==> src/rtl/auto_reload_countdown.sv <==
module auto_reload_countdown #(
  parameter int W = 32
) (
  input  logic         clk,
  input  logic         rst_n,
  input  logic         tick,
  input  logic         cnt_we,
  input  logic [W-1:0] cnt_wdata,
  input  logic         reload_we,
  input  logic [W-1:0] reload_wdata,
  input  logic         ctrl_we,
  input  logic [1:0]   ctrl_wdata,
  input  logic         stat_clr,
  output logic [W-1:0] count,
  output logic         status,
  output logic         irq
);
  localparam logic [W-1:0] ONE = W'(1);

  logic [W-1:0] reload_q;
  logic [1:0]   ctrl_q;
  logic         fire;

  assign fire = tick && !cnt_we && (count == ONE);
  assign irq  = status && ctrl_q[0];

  always_ff @(posedge clk) begin
    if (!rst_n) begin
      count    <= '0;
      reload_q <= '0;
      ctrl_q   <= '0;
      status   <= 1'b0;
    end else begin
      if (cnt_we)
        count <= cnt_wdata;
      else if (fire)
        count <= ctrl_q[1] ? reload_q : '0;
      else if (tick && count != '0)
        count <= count - ONE;
      if (reload_we) reload_q <= reload_wdata;
      if (ctrl_we)   ctrl_q   <= ctrl_wdata;
      if (fire)
        status <= 1'b1;
      else if (stat_clr)
        status <= 1'b0;
    end
  end
endmodule


==> config.mk <==
export PLATFORM = sky130hd
export DESIGN_NAME = auto_reload_countdown
export DESIGN_NICKNAME = d
export VERILOG_FILES = /design/src/rtl/auto_reload_countdown.sv
export SDC_FILE = /design/constraint.sdc
export NUM_CORES = 1
export LEC_CHECK = 0
export BUFFER_PORTS_ARGS = -buffer_cell sky130_fd_sc_hd__buf_4
export CAP_MARGIN = 40
export CORE_MARGIN = 3
export CORE_UTILIZATION = 35
export CTS_CLUSTER_DIAMETER = 100
export DETAILED_ROUTE_END_ITERATION = 6
export GPL_ROUTABILITY_DRIVEN = 0
export HOLD_SLACK_MARGIN = 0.1
export PLACE_DENSITY = 0.68
export SLEW_MARGIN = 20
export SYNTH_ARGS = -nofsm -noshare
export SYNTH_HDL_FRONTEND = slang
export SYNTH_SLANG_ARGS = --single-unit
export TNS_END_PERCENT = 20
==> constraint.sdc <==
create_clock -name clk -period 5.6 [get_ports clk]
set_clock_uncertainty 0.05 [all_clocks]
set_input_delay 0 -clock clk [delete_from_list [all_inputs] [get_ports clk]]
set_output_delay 0 -clock clk [all_outputs]
set_load 0.1 [all_outputs]
# Word level (Yosys, flattened, before mapping)
# Index checks and enable logic that the tools add are counted.
[word_totals]
regBits = 67
output_inout_bits = 34
wordCells = 20
[op_classes]
addsub = 1
n_eq_ne = 1
n_mux = 6
reduce_logical = 8
[ops]
columns = ["operator", "n"]
rows = [
  ["32-bit two-way mux", 4],
  ["32-bit by 1-bit == test with 1-bit output (second input constant)", 1],
  ["32-bit nonzero test", 1],
  ["32-bit by 1-bit subtractor with 32-bit output (second input constant)", 1],
  ["1-bit logical AND", 4],
  ["3-bit nonzero test", 1],
  ["1-bit two-way mux", 2],
  ["2-bit nonzero test", 1],
  ["1-bit zero test", 1],
]

# Logic depth before layout (Yosys ltp)
[logic_depth]
depth_word = 5
mapped_depth = 10
ltp_nobuf = 8

# Worst setup path before layout
# OpenSTA, ideal clock, no wires.
[synth_path]
path_kind = "flip-flop to flip-flop"
start = "register count[1]"
end = "register count[18]"
arrival_ns = 3.045
path_slack_ns = 2.388
setup_ns = 0.117
required_ns = 5.433
stages_incl_launch_ff = 11
cell_sequence = "dfxtp_1 inv_1 ha_1 buf_1 nor3b_1 and4_1 a21boi_1 clkbuf_1 nand4_1 a31oi_1 nor2_1"
[synth_between]
elab_chain_cells = 4
[synth_lines]
columns = ["item", "line_no", "source"]
rows = [
  ["start, declared", "14", "output logic [W-1:0] count,"],
  ["start signal, assigned", "35", "count <= cnt_wdata;"],
  ["start signal, assigned", "37", "count <= ctrl_q[1] ? reload_q : '0;"],
  ["start signal, assigned", "39", "count <= count - ONE;"],
  ["32-bit by 1-bit subtractor with 32-bit output / 32-bit by 1-bit == test with 1-bit output (equally long branches)", "39, 24", ""],
  ["32-bit two-way mux / 1-bit logical AND (equally long branches)", "38, 24", ""],
  ["32-bit two-way mux", "36", "else if (fire)"],
  ["32-bit two-way mux", "34", "if (cnt_we)"],
]
# Parallel ways exist; a longest one is shown, timed or not. The select of a mux whose other input is x is not followed.
# A chain may end at the register's enable or synchronous reset.

# Worst setup path after layout
[layout_path]
start = "register count[1]"
end = "register count[28]"
# Same word-level chain as after synthesis.

==> impl_metrics.tcl <==
set metrics [dict create \
    status "completed" \
    final-setup-viol-count 0 \
    synth_top_area_cell "dfxtp_1" \
    vias 4276 \
    ys_async_sr_fraction_pct 0 \
    wl_per_cell_um 18.1 \
    period_needed_ns 3.21 \
    drt_iter0_markers 419 \
    die_w_um 109 \
    worstMarginPinSlew_ns 0.794 \
    synth_top_area_share_pct 35.8 \
    synthesis.nets 512 \
    cts_sinks 67 \
    synthTopCellsByArea "dfxtp_1, mux2i_1, nor2b_1, a21oi_1, nand2_1" \
    p_sw_w 0.000534 \
    synth_cells 437 \
    worst_slew_margin_rel_pct 46.8 \
    die_y_um 109 \
    intPower_w 0.000933 \
    endpoint_kind "flop" \
    yosysMostFrequentCell "dfxtp_1" \
    syn2layout_area_growth_pct 47.9 \
    critPathSlowestCell "o21ai_1" \
    drv_cap 0 \
    dieArea_mm2 0.0120 \
    cp_cell_sequence "inv_1 -> ha_1 -> nor3b_1 -> nand4_1 -> o21ai_1 -> nand2_1 -> buf_6 -> nand2_1 -> o22ai_1" \
    pwr-share-clk_pct 31.9 \
    hold_viol 0 \
    grt_overflow_total 0 \
    crit_fanout 13 \
    max_stage_delay_ns 0.53 \
    clkLatencyLatePin_ns 0.36 \
    whs_ns 0.117 \
    drive_gt1_share_pct 25.0 \
    grt_pass1_vias 4036 \
    ys_seq_area_share_pct 35.8 \
    cts.path.max_buffers 2 \
    fmax_mhz 311 \
    cts_resized 0 \
    cts_made_buffers 9 \
    synth_ff_type "dfxtp_1" \
    grt_pass1_wl_um 20900 \
    tns_ns 0 \
    hp-class "in -> reg" \
    viasPerCell 5.76 \
    setup.worst_path.class "reg -> reg" \
    nets 675 \
    htree_levels 3 \
    drt-pass1-iter-count 5 \
    rsz0062_at_grt "false" \
    sw_frac_of_total_pct 36.4 \
    place_hpwl_um 8660 \
    seqPwrFrac_pct 37.7 \
    ios 107 \
    start_kind "flop" \
    leakage_nw 2.31 \
    antenna_found_initial 1 \
    avgSynthCellArea_um2 8.56 \
    synth.cell_area_mm2 0.00374 \
    initial_utilization_pct 36.1 \
    synth_enable_flop_cells 0 \
    synth_seq_cells 67 \
    final_util_pct 53.4 \
    clockRootBuffer "clkbuf_8" \
    portBuffers 106 \
    clkTransAtPathRegs_ns 0.09 \
    ys_types 64 \
    pwr-share-comb_pct 30.4 \
    cts_tree "done" \
    post-route-period-util_pct 57.4 \
    drc 0 \
    synthTopCellsByCount "dfxtp_1, nor2b_1, mux2i_1, a21oi_1, nand2_1" \
    ir_drop_mv 0.136 \
    grt_max_degree 73 \
    ant_nets 0 \
    yosysWarningCount 0 \
    cp_data_arrival_time_ns 3.40 \
    wl_um 13400 \
    core_mm2 0.0104 \
    power_density_mw_per_mm2 265 \
    crit_required_ns 5.79 \
    row_count 37 \
    cp_common_cell "nand2_1" \
    maxSlewViolCount 0 \
    grtUsageTotal_pct 22.3 \
]
-- routing by layer --
metal	part of all wire, %	vias to the layer above	global-route usage (%)
li1	-	1966	-
met1	41	2004	29.0
met2	46	253	35.0
met3	8.1	53	4.11
met4	4.2	0	11.8
met5	0	-	0
-- state kept, by name (all words and copies together) (netlist names) --
register	flops
count	32
ctrl_q	2
reload_q	32
status	1
-- per-stage QoR --
stage / instance area [µm²] / total power (W) / std cells / setup slack (ns)
after floorplan: 3740 / 0.000840 / 437 / 2.39
after global placement: 4590 / 0.000951 / 653 / 2.21
after detailed placement: 4600 / 0.000957 / 653 / 2.05
after CTS: 5510 / 0.00146 / 738 / 2.04
after global routing: 5530 / 0.00152 / 742 / 2.12
final: 5530 / 0.00147 / 742 / 2.39
-- layout by cell type (no fill, tap or decap), types with 8 or more instances in the layout --
master	instances
nand3_1	17
a21oi_1	33
mux2i_1	34
clkbuf_8	9
nor3_1	17
a22o_1	8
dlygate4sd3_1	69
nand4_1	11
nand2_1	23
nor4_1	12
o21ai_0	14
nor2_1	20
buf_4	111
nor2b_1	36
o21ai_1	15
dfxtp_1	67
-- cell families after synthesis --
family                     share of synthesized area [%]
xor gates and xnor gates                            2.34
DFF                                                 35.8
adders and majority gates                          0.669
muxes                                               9.09
and+or+nand+nor                                     26.4
AOI/OAI and AO/OA                                   21.0
buffers and inverters                               4.58
-- cell type report --
cell class	instances	area [µm²]
Fill cell	953	4840
Multi-Input combinational cell	334	2230
Timing Repair Buffer	183	1550
Sequential cell	67	1340
Tap cell	136	170
Clock buffer	9	124
Clock inverter	7	98.8
Inverter	5	18.8
Antenna cell	1	2.50
-- worst paths after layout --
check,to,cells past startpoint,slack [ns],from
hold reg to reg,count[22],2,0.42,reload_q[22]
setup / recovery,count[28],9,2.39,count[1]
setup reg to reg,count[28],9,2.39,count[1]
hold / removal,count[17],4,0.12,cnt_wdata[17]
-- worst max-delay path, delay by kind of cell (launching register included) --
kind,cells,cell delay [ns]
and+or+nand+nor,4,1.20
buffers and inverters,2,0.38
DFF,1,0.38
adders and majority gates,1,0.41
AOI/OAI and AO/OA,2,0.66
-- power groups by stage --
stage	logic [W]	registers [W]	clock network, W
detailed placement	0.000396	0.000561	0
finish	0.000446	0.000553	0.000468
floorplan	0.000168	0.000672	0
global placement	0.000393	0.000559	0
CTS	0.000437	0.000550	0.000468
global route	0.000474	0.000556	0.000486
-- repair_timing --
action | in CTS | in global routing
hold endpoints to repair | 66 | 0
buffers inserted | 0 | 0
hold buffers | 69 | 0
No activity file was read; power rests on OpenSTA's default activity.
